### config.mk
export PLATFORM = sky130hd
export DESIGN_NAME = line_sync_gen
export DESIGN_NICKNAME = d
export VERILOG_FILES = /design/src/rtl/lsg_pkg.sv /design/src/rtl/lsg_edge.sv /design/src/rtl/lsg_line_win.sv /design/src/rtl/lsg_bp_gate.sv /design/src/rtl/lsg_pulse.sv /design/src/rtl/line_sync_gen.sv
export SDC_FILE = /design/constraint.sdc
export NUM_CORES = 1
export LEC_CHECK = 0
export CORE_AREA = 2 2 75 77
export DETAILED_ROUTE_END_ITERATION = 8
export DIE_AREA = 0 0 77 79
export MAX_ROUTING_LAYER = met4
export PLACE_DENSITY = 0.75
export SKIP_LAST_GASP = 1
export SYNTH_ARGS = -nofsm -noshare
export SYNTH_HDL_FRONTEND = slang
export SYNTH_HIERARCHICAL = 1
export SYNTH_SLANG_ARGS = --single-unit
### constraint.sdc
create_clock -name clk_i -period 3 [get_ports clk_i]
set_clock_uncertainty 0.15 [all_clocks]
set_input_delay 0.9 -clock clk_i [delete_from_list [all_inputs] [get_ports clk_i]]
set_output_delay 0.9 -clock clk_i [all_outputs]
set_load 0.02 [all_outputs]
### src/rtl/lsg_pkg.sv
package lsg_pkg;

  typedef struct packed {
    logic fall;
    logic rise;
  } sync_edge_t;

  function automatic int unsigned cnt_w(input int unsigned max_v);
    return (max_v < 1) ? 1 : $clog2(max_v + 1);
  endfunction

endpackage

### src/rtl/lsg_edge.sv
module lsg_edge
  import lsg_pkg::*;
(
  input  logic       clk_i,
  input  logic       rst_ni,
  input  logic       sync_ni,
  output sync_edge_t edg_o
);

  logic smp_q, dly_q;

  always_ff @(posedge clk_i or negedge rst_ni) begin
    if (!rst_ni) begin
      smp_q <= 1'b1;
      dly_q <= 1'b1;
    end else begin
      smp_q <= sync_ni;
      dly_q <= smp_q;
    end
  end

  assign edg_o.fall = dly_q & ~smp_q;
  assign edg_o.rise = ~dly_q & smp_q;

endmodule

### src/rtl/lsg_line_win.sv
module lsg_line_win
  import lsg_pkg::*;
#(
  parameter int unsigned LINE_CYC   = 1716,
  parameter int unsigned WIN_CYC    = 53,
  parameter int unsigned NOSYNC_CYC = 2574
) (
  input  logic clk_i,
  input  logic rst_ni,
  input  logic fall_i,
  output logic line_evt_o,
  output logic nosync_o
);

  localparam int unsigned HI = LINE_CYC + WIN_CYC;
  localparam int unsigned LO = LINE_CYC - WIN_CYC;
  localparam int unsigned CW = cnt_w(HI);
  localparam int unsigned NW = cnt_w(NOSYNC_CYC);
  localparam logic [CW-1:0] HI_C      = CW'(HI);
  localparam logic [CW-1:0] LO_C      = CW'(LO);
  localparam logic [CW-1:0] RESTART_C = CW'(WIN_CYC + 1);
  localparam logic [CW-1:0] ONE_C     = CW'(1);
  localparam logic [NW-1:0] NS_C      = NW'(NOSYNC_CYC);
  localparam logic [NW-1:0] NS_ONE_C  = NW'(1);

  logic [CW-1:0] cnt_q;
  logic [NW-1:0] ns_q;
  logic          nosync_q;
  logic          in_win, acc, fly;

  assign in_win     = (cnt_q >= LO_C) && (cnt_q <= HI_C);
  assign acc        = fall_i && (nosync_q || in_win);
  // window closed with nothing accepted: keep the grid running
  assign fly        = !acc && (cnt_q == HI_C);
  assign line_evt_o = acc || fly;
  assign nosync_o   = nosync_q;

  always_ff @(posedge clk_i or negedge rst_ni) begin
    if (!rst_ni) begin
      cnt_q <= '0;
    end else if (acc) begin
      cnt_q <= ONE_C;
    end else if (fly) begin
      // restart as if the edge had come on the nominal line start
      cnt_q <= RESTART_C;
    end else begin
      cnt_q <= cnt_q + ONE_C;
    end
  end

  always_ff @(posedge clk_i or negedge rst_ni) begin
    if (!rst_ni) begin
      ns_q     <= '0;
      nosync_q <= 1'b1;
    end else if (fall_i) begin
      ns_q     <= '0;
      nosync_q <= 1'b0;
    end else if (ns_q == NS_C) begin
      nosync_q <= 1'b1;
    end else begin
      ns_q <= ns_q + NS_ONE_C;
    end
  end


  nosync_clr_chk: assert property (@(posedge clk_i) disable iff (!rst_ni)
    fall_i |=> !nosync_o);


  cnt_restart_chk: assert property (@(posedge clk_i) disable iff (!rst_ni)
    line_evt_o |=> (cnt_q <= RESTART_C));


  cnt_bound_chk: assert property (@(posedge clk_i) disable iff (!rst_ni)
    cnt_q <= HI_C);

endmodule

### src/rtl/lsg_bp_gate.sv
module lsg_bp_gate
  import lsg_pkg::*;
#(
  parameter int unsigned ARM_CYC = 286
) (
  input  logic clk_i,
  input  logic rst_ni,
  input  logic line_evt_i,
  input  logic rise_i,
  output logic en_o,
  output logic trig_o
);

  localparam int unsigned AW = cnt_w(ARM_CYC);
  localparam logic [AW-1:0] ARM_C = AW'(ARM_CYC);
  localparam logic [AW-1:0] ONE_C = AW'(1);

  logic          armed_q;
  logic [AW-1:0] arm_cnt_q;

  assign trig_o = armed_q && (rise_i || (arm_cnt_q == ARM_C));
  assign en_o   = armed_q;

  always_ff @(posedge clk_i or negedge rst_ni) begin
    if (!rst_ni) begin
      armed_q   <= 1'b0;
      arm_cnt_q <= '0;
    end else if (line_evt_i) begin
      armed_q   <= 1'b1;
      arm_cnt_q <= ONE_C;
    end else if (trig_o) begin
      armed_q <= 1'b0;
    end else if (armed_q) begin
      arm_cnt_q <= arm_cnt_q + ONE_C;
    end
  end


  arm_fall_chk: assert property (@(posedge clk_i) disable iff (!rst_ni)
    $fell(armed_q) |-> $past(trig_o));


  arm_bound_chk: assert property (@(posedge clk_i) disable iff (!rst_ni)
    armed_q |-> (arm_cnt_q <= ARM_C));

endmodule

### src/rtl/lsg_pulse.sv
module lsg_pulse
  import lsg_pkg::*;
#(
  parameter int unsigned DLY_CYC = 5,
  parameter int unsigned WID_CYC = 187
) (
  input  logic clk_i,
  input  logic rst_ni,
  input  logic trig_i,
  output logic act_o
);

  localparam int unsigned END_V = DLY_CYC + WID_CYC;
  localparam int unsigned CW    = cnt_w(END_V);
  localparam logic [CW-1:0] END_C = CW'(END_V);
  localparam logic [CW-1:0] DLY_C = CW'(DLY_CYC);
  localparam logic [CW-1:0] ONE_C = CW'(1);

  logic [CW-1:0] cnt_q;
  logic          busy_q;

  always_ff @(posedge clk_i or negedge rst_ni) begin
    if (!rst_ni) begin
      busy_q <= 1'b0;
      cnt_q  <= '0;
    end else if (trig_i) begin
      busy_q <= 1'b1;
      cnt_q  <= ONE_C;
    end else if (busy_q) begin
      if (cnt_q == END_C) busy_q <= 1'b0;
      else                cnt_q  <= cnt_q + ONE_C;
    end
  end

  assign act_o = busy_q && (cnt_q > DLY_C) && (cnt_q <= END_C);


  idle_quiet_chk: assert property (@(posedge clk_i) disable iff (!rst_ni)
    (!busy_q && !trig_i) |=> !act_o);

endmodule

### src/rtl/line_sync_gen.sv
module line_sync_gen
  import lsg_pkg::*;
#(
  parameter int unsigned LINE_CYC   = 1716,
  parameter int unsigned WIN_CYC    = LINE_CYC / 32,
  parameter int unsigned HS_DLY_CYC = LINE_CYC / 330,
  parameter int unsigned HS_WID_CYC = (LINE_CYC * 7) / 64,
  parameter int unsigned BP_DLY_CYC = LINE_CYC / 127,
  parameter int unsigned BP_WID_CYC = (LINE_CYC * 5) / 127,
  parameter int unsigned ARM_CYC    = LINE_CYC / 6,
  parameter int unsigned NOSYNC_CYC = (LINE_CYC * 3) / 2
) (
  input  logic clk_i,
  input  logic rst_ni,
  input  logic csync_ni,
  output logic hsync_no,
  output logic bporch_no,
  output logic bp_en_o,
  output logic nosync_o
);

  sync_edge_t edg;
  logic       line_evt, bp_trig, hs_act, bp_act;

  lsg_edge u_edge (
    .clk_i  (clk_i),
    .rst_ni (rst_ni),
    .sync_ni(csync_ni),
    .edg_o  (edg)
  );

  lsg_line_win #(
    .LINE_CYC  (LINE_CYC),
    .WIN_CYC   (WIN_CYC),
    .NOSYNC_CYC(NOSYNC_CYC)
  ) u_win (
    .clk_i     (clk_i),
    .rst_ni    (rst_ni),
    .fall_i    (edg.fall),
    .line_evt_o(line_evt),
    .nosync_o  (nosync_o)
  );

  lsg_bp_gate #(
    .ARM_CYC(ARM_CYC)
  ) u_gate (
    .clk_i     (clk_i),
    .rst_ni    (rst_ni),
    .line_evt_i(line_evt),
    .rise_i    (edg.rise),
    .en_o      (bp_en_o),
    .trig_o    (bp_trig)
  );

  lsg_pulse #(
    .DLY_CYC(HS_DLY_CYC),
    .WID_CYC(HS_WID_CYC)
  ) u_hs (
    .clk_i (clk_i),
    .rst_ni(rst_ni),
    .trig_i(line_evt),
    .act_o (hs_act)
  );

  lsg_pulse #(
    .DLY_CYC(BP_DLY_CYC),
    .WID_CYC(BP_WID_CYC)
  ) u_bp (
    .clk_i (clk_i),
    .rst_ni(rst_ni),
    .trig_i(bp_trig),
    .act_o (bp_act)
  );

  assign hsync_no  = ~hs_act;
  assign bporch_no = ~bp_act;


  arm_on_line_chk: assert property (@(posedge clk_i) disable iff (!rst_ni)
    line_evt |=> bp_en_o);

endmodule

Word-level counts from Yosys, hierarchy flattened
Cells that the tools add are included.
{ "classes": {"n_addsub": 5, "multipliers": 0, "n_div": 0, "magnitude_cmp": 6, "eq_ne": 9, "shift": 0, "n_mux": 23, "bitwise": 6, "n_reduce_logical": 20} }
{ "op_table": {"columns": ["operator", "count"], "rows": [
  ["2-to-1 mux 9 bit", 3],
  ["2-to-1 mux 12 bit", 2],
  ["2-to-1 mux 8 bit", 3],
  ["2-to-1 mux 11 bit", 2],
  ["2-to-1 mux 7 bit", 3],
  ["adder 12 x 1 -> 12 bit, second input constant", 1],
  ["equality test 12 bit, second input constant", 1],
  ["adder 11 x 1 -> 11 bit, second input constant", 1],
  ["equality test 11 bit, second input constant", 1],
  [">= comparator 11 bit, second input constant", 1],
  ["less-or-equal comparator 11 bit, second input constant", 1],
  ["2-to-1 mux 1 bit", 10],
  ["nonzero test 2 bit", 5],
  ["adder 9 x 1 -> 9 bit, second input constant", 1],
  ["equality test 9 bit, second input constant", 1],
  ["adder 8 x 1 -> 8 bit, second input constant", 1],
  ["equality test 8 bit, second input constant", 1],
  ["> comparator 8 x 3 -> 1 bit, second input constant", 1],
  ["less-or-equal comparator 8 bit, second input constant", 1],
  ["logical AND 1 bit", 8],
  ["adder 7 x 1 -> 7 bit, second input constant", 1],
  ["equality test 7 bit, second input constant", 1],
  ["> comparator 7 x 4 -> 1 bit, second input constant", 1],
  ["less-or-equal comparator 7 bit, second input constant", 1],
  ["other kinds (7)", 17]
]} }
{ "totals": {"regBits": 53, "latchBits": 0, "mem_bits_rw": 0, "rom_bits": 0, "inputBits": 3, "out_inout_bits": 4, "wordCells": 80, "memories": 0} }

Depth between registers and ports, before layout
{ "logic_depth": {"depth_word": 9, "ltp_mapped": 11, "depth_no_buf": 9} }

Modules after synthesis
Netlist, hierarchy kept.
{ "by_module_without_submodules": {"columns": ["mod", "instances", "cells_each", "area_per_inst_um2", "seq_area_each_um2"], "rows": [
  ["lsg_line_win", 1, 134, 1298.7, 601.8],
  ["lsg_bp_gate", 1, 60, 618.1, 250.2],
  ["lsg_pulse at u_bp", 1, 56, 526.8, 200.2],
  ["lsg_pulse at u_hs", 1, 54, 519.2, 225.2],
  ["lsg_edge", 1, 4, 67.6, 52.6],
  ["line_sync_gen", 1, 2, 7.5, 0.0]
]} }

Worst setup path after synthesis
No wires, ideal clock.
{ "synth_path": {"kind": "register to output", "startpoint": "reg u_hs.cnt_q[4]", "endpoint": "out hsync_no", "arrival_ns": 1.554, "required_time_ns": 1.950, "setup_slack_ns": 0.396, "stages_incl_launch_ff": 5, "n_path_buf": 0, "cell_sequence": "dfrtp_1 or3_4 or3b_1 a311oi_1 inv_1"} }
{ "synth_via": {"elab_chain_len": 4, "elab_cells_between_ends": 5, "classes_between": "order compare (2); bitwise (1); reduce/logical (2)"} }
{ "synth_rtl": {"columns": ["item", "line_no", "source"], "rows": [
  ["start, declared", "lsg_pulse.sv:19", "logic [CW-1:0] cnt_q;"],
  ["start signal, assigned", "lsg_pulse.sv:31", "else cnt_q <= cnt_q + ONE_C;"],
  ["> comparator 8 x 3 -> 1 bit", "lsg_pulse.sv:35", "assign act_o = busy_q && (cnt_q > DLY_C) && (cnt_q <= END_C);"],
  ["logical AND 1 bit", "lsg_pulse.sv:35", null],
  ["logical AND 1 bit (*)", "lsg_pulse.sv:35", null],
  ["net hs_act", "line_sync_gen.sv:23", "logic line_evt, bp_trig, hs_act, bp_act;"],
  ["inverter 1 bit (*)", "line_sync_gen.sv:75", "assign hsync_no = ~hs_act;"],
  ["end, declared", "line_sync_gen.sv:16", "output logic hsync_no,"]
]} }
The timed path passes the listed nets; every way through them passes the cells marked *.

Final worst setup path
{ "layout_path": {"startpoint": "reg u_hs.cnt_q[3]", "endpoint": "out hsync_no"} }
Same word-level chain as after synthesis.

==> metrics.md <==
| Metric | Value |
|---|---|
| Simple-gate share of the synthesized area | 0.250 |
| PD cells | 385 nW/um2 |
| Clk pwr share | 0.367 |
| Hold_buf cts | 0 |
| GR Overflow Total | 0 |
| Worst Hold Path EP | u_edge/dly_q |
| Syn nets | ~330 |
| CP arrival | around 1.9 ns |
| Clock Path Buffers | 2 |
| CP startpoint kind | register |
| Total CTS buffers | 5 |
| FF-to-FF End | u_hs/cnt_q[1] |
| Share of layout cells above drive strength 1 | 0.159 |
| Hold path startpoint | u_edge/smp_q |
| Metal-1 WL | between 2000 and 3000 um |
| DR iter-0 viols | between 70 and 80 |
| Fillers | 478 |
| Peak Freq | 338 MHz |
| WL met2 | about 2800 um |
| Worst min path class | reg -> reg |
| Multi-input logic area | 1590 um2 |
| DRT antenna net count | 0 |
| Worst path required time | around 2.0 ns |
| Initial antenna violation count | 0 |
| Clk Latency, worst-skew pair | just over 0.3 ns |
| Synth Area in Compound Gates | 0.130 |
| Max_slew headroom | 0.473 |
| Nets | between 300 and 400 |
| EDFF count, synth | 0 |
| Worst Tran Pin Value | just under 0.8 ns |
| Worst hold slack | between 0.2 and 0.25 ns |
| Post-synth cell types | 64 |
| Switching power share of the total | 0.228 |
| Asr flop ratio synth | 1.00 |
| Leakage | about 1.5 nW |
| Seq/Total Area, Yosys | 0.438 |
| Max Fanout on Critical Path | 2 |
| CTS tree | built |
| RR Startpoint | u_win/cnt_q[0] |
| Final setup fails | 0 |
| Logic gate share of total power | 0.050 |
| MaxCap Viol Count | 0 |
| Period utilization | 0.985 |
| Area grow syn2layout | 12.4% |
| Routed len/inst | ~14 um |
| Slew Viols, Final | 0 |
| Pint | 0.00102 W |
| Net switching power | 0.000299 W |
| Part of the power in registers | 0.583 |
| I/O pin total | 7 |
| Vias per cell | between 5 and 6 |
| Port bufs | 6 |
| Die width | approximately 77 um |
| Largest net degree at the start of global routing | 31 |
| Syn avg cell area | 9.80 um2 |
| Hold Violations, Final | 0 |
| # DRC | 0 |
| WS Path Type | reg -> out |
| Worst hold path stage count | 0 |
| Adder-Cell Fraction of Synth Area | 0.0535 |
| Post-layout min period | just under 3 ns |
| Number of synthesized register bits | 53 |
| Mux contribution to synthesized area | 0.0177 |
| Register area | roughly 1300 um2 |
| Clk sinks | 53 |
| Critical Path Sink Type | output pin |
| RSZ-0062 raised after global routing | true |
| Primary FF master, synth | dfrtp_1 |
| First-pass GRT wire length | 10300 um |
| All-Layer GR Usage | 0.215 |
| Number of global-route vias before repair | between 2000 and 2500 |
| Highest-count cells in the layout ignoring fill and taps | 50 x dfrtp_1, 31 x nor2_1, 21 x inv_1 |
| HPWL after detailed placement | approximately 4000 um |
| Post-synthesis cell count | 310 |
| H-tree depth | 2 |
| Root buf cell | clkbuf_8 |
| Initial Util | 0.569 |
| TNS Setup | 0 ns |
| Ys Warns | 6 |
| Status | complete, no violations |
| Most common cell after layout, fill and taps aside | dfrtp_1 |
| DR vias | between 2000 and 2500 |
| Core ar. | 5340 um2 |
| Antenna diodes | 0 |
| Largest family of logic cells by synthesized area | simple AND/OR/NAND/NOR gates |
| DRT Pass-1 Iters | 4 |
| Die area | approximately 6100 um2 |
| Worst vdd ir | approximately 0.00036 V |
| Met3 wire len | ~120 um |
| Worst Reg-to-Reg Cells | 8 |
| Post-synthesis instance area | slightly above 3000 um2 |
| DIE HEIGHT | 79 um |
| Worst-path clk slew | about 0.10 ns |
| Top layer in use | met4 |
| Post-Synth XOR/XNOR Area | 0.0663 |
| GPL Wtd Cong | ~0.82 |
| Routed WL | 5670 um |
| FF-to-FF setup slack | about 0.48 ns |
| Std cell rows | 27 |
==> power groups by stage <==
| stage | clock, W | combinational [W] | sequential (W) |
|---|---|---|---|
| floorplan | 0 | 0.0000406 | 0.000773 |
| global placement | 0 | 0.0000651 | 0.000779 |
| detailed placement | 0 | 0.0000693 | 0.000779 |
| CTS | 0.000497 | 0.0000683 | 0.000767 |
| global route | 0.000528 | 0.0000805 | 0.000775 |
| finish | 0.000482 | 0.0000663 | 0.000767 |
==> cell usage after synthesis (2+ instances only) <==
library cell,count,area (um2)
dfrtp_1,50,1250
nand4b_1,2,17.5
o2111ai_1,2,17.5
o211ai_1,2,15.0
or4_1,2,15.0
ha_1,13,163
clkbuf_1,6,22.5
a211oi_1,2,15.0
a311oi_1,2,17.5
buf_2,3,15.0
mux2i_1,2,20.0
nand2_1,13,48.8
o21a_1,2,15.0
or3_1,6,37.5
a21oi_1,12,60.1
nand2b_1,3,18.8
nor4b_1,2,17.5
inv_1,22,82.6
xnor2_1,17,149
nor4bb_1,2,20.0
a31oi_1,4,25.0
nor2b_1,6,37.5
mux2_2,3,33.8
xor2_1,6,52.6
and3_1,3,18.8
nor4_1,7,43.8
nand4_1,9,56.3
dfstp_2,3,78.8
nor3_1,17,85.1
o21ai_0,8,40.0
nand3_1,14,70.1
o31ai_1,3,22.5
nor2_1,31,116
==> state kept, by name, summed over array words and instances (netlist names) <==
register and count:
u_hs/cnt_q 8, u_win/ns_q 12, u_win/nosync_o 1, u_bp/busy_q 1, u_gate/arm_cnt_q 9, u_win/cnt_q 11
u_edge/smp_q 1, u_hs/busy_q 1, u_edge/dly_q 1, u_bp/cnt_q 7, u_gate/en_o 1
==> final cells by class <==
cell class,instances,area share
Multi-Input combinational cell,224,0.464
Clock buffer,6,0.0213
Clock inverter,2,0.0114
Timing Repair Buffer,26,0.0627
Sequential cell,53,0.390
Inverter,22,0.0242
Tap cell,72,0.0264
==> timing repair <==
| action | in CTS | in global routing |
|---|---|---|
| hold endpoints to repair | 0 | 0 |
| resized for setup | 7 | 8 |
| endpoints found under the setup margin | 2 | 2 |
| setup buffers | 0 | 2 |
| pin swaps | 1 | 5 |
==> routing by layer <==
layer,vias up,track usage
met4,0,0.0589
met2,18,0.355
li1,1159,-
met1,1126,0.277
met3,2,0.0375
met5,-,-
==> worst max-delay path, stage by stage, from the launching register on <==
cell and delay, ns:
dfrtp_1 0.38, or3_4 0.39, or3b_4 0.38, a311oi_2 0.26, inv_1 0.08, buf_6 0.13
==> worst max path at each step <==
stage                endpoint  slack [ns]           from  depth (start not counted)
finish               hsync_no        0.04  u_hs/cnt_q[3]                          5
global route         hsync_no       -0.01  u_hs/cnt_q[3]                          5
CTS                 bporch_no       0.003  u_bp/cnt_q[1]                          7
detailed placement   hsync_no       -0.02  u_hs/cnt_q[4]                          5
global placement     hsync_no       -0.02  u_hs/cnt_q[4]                          5
floorplan            hsync_no        0.40  u_hs/cnt_q[4]                          4
==> cells by family (layout without fill, tap and decap cells) <==
group	after synthesis	in the layout
simple gates	131	131
flops	53	53
compound gates	52	52
buf+inv	33	56
xor+xnor	23	23
fa+ha+maj	13	13
mux	5	5
==> stage by stage <==
stage          total power, W   util  worst slack, ns  cell area (um2)  std cells
2_1_floorplan        0.000814      -            0.396             3040        310
5_1_grt               0.00138  0.639          -0.0135             3410        405
6_report              0.00132  0.639           0.0440             3410        405
3_3_place_gp         0.000844  0.614          -0.0234             3280        395
4_1_cts               0.00133  0.634          0.00259             3390        403
3_5_place_dp         0.000848  0.614          -0.0205             3280        395
No activity file was read; power rests on OpenSTA's default activity.
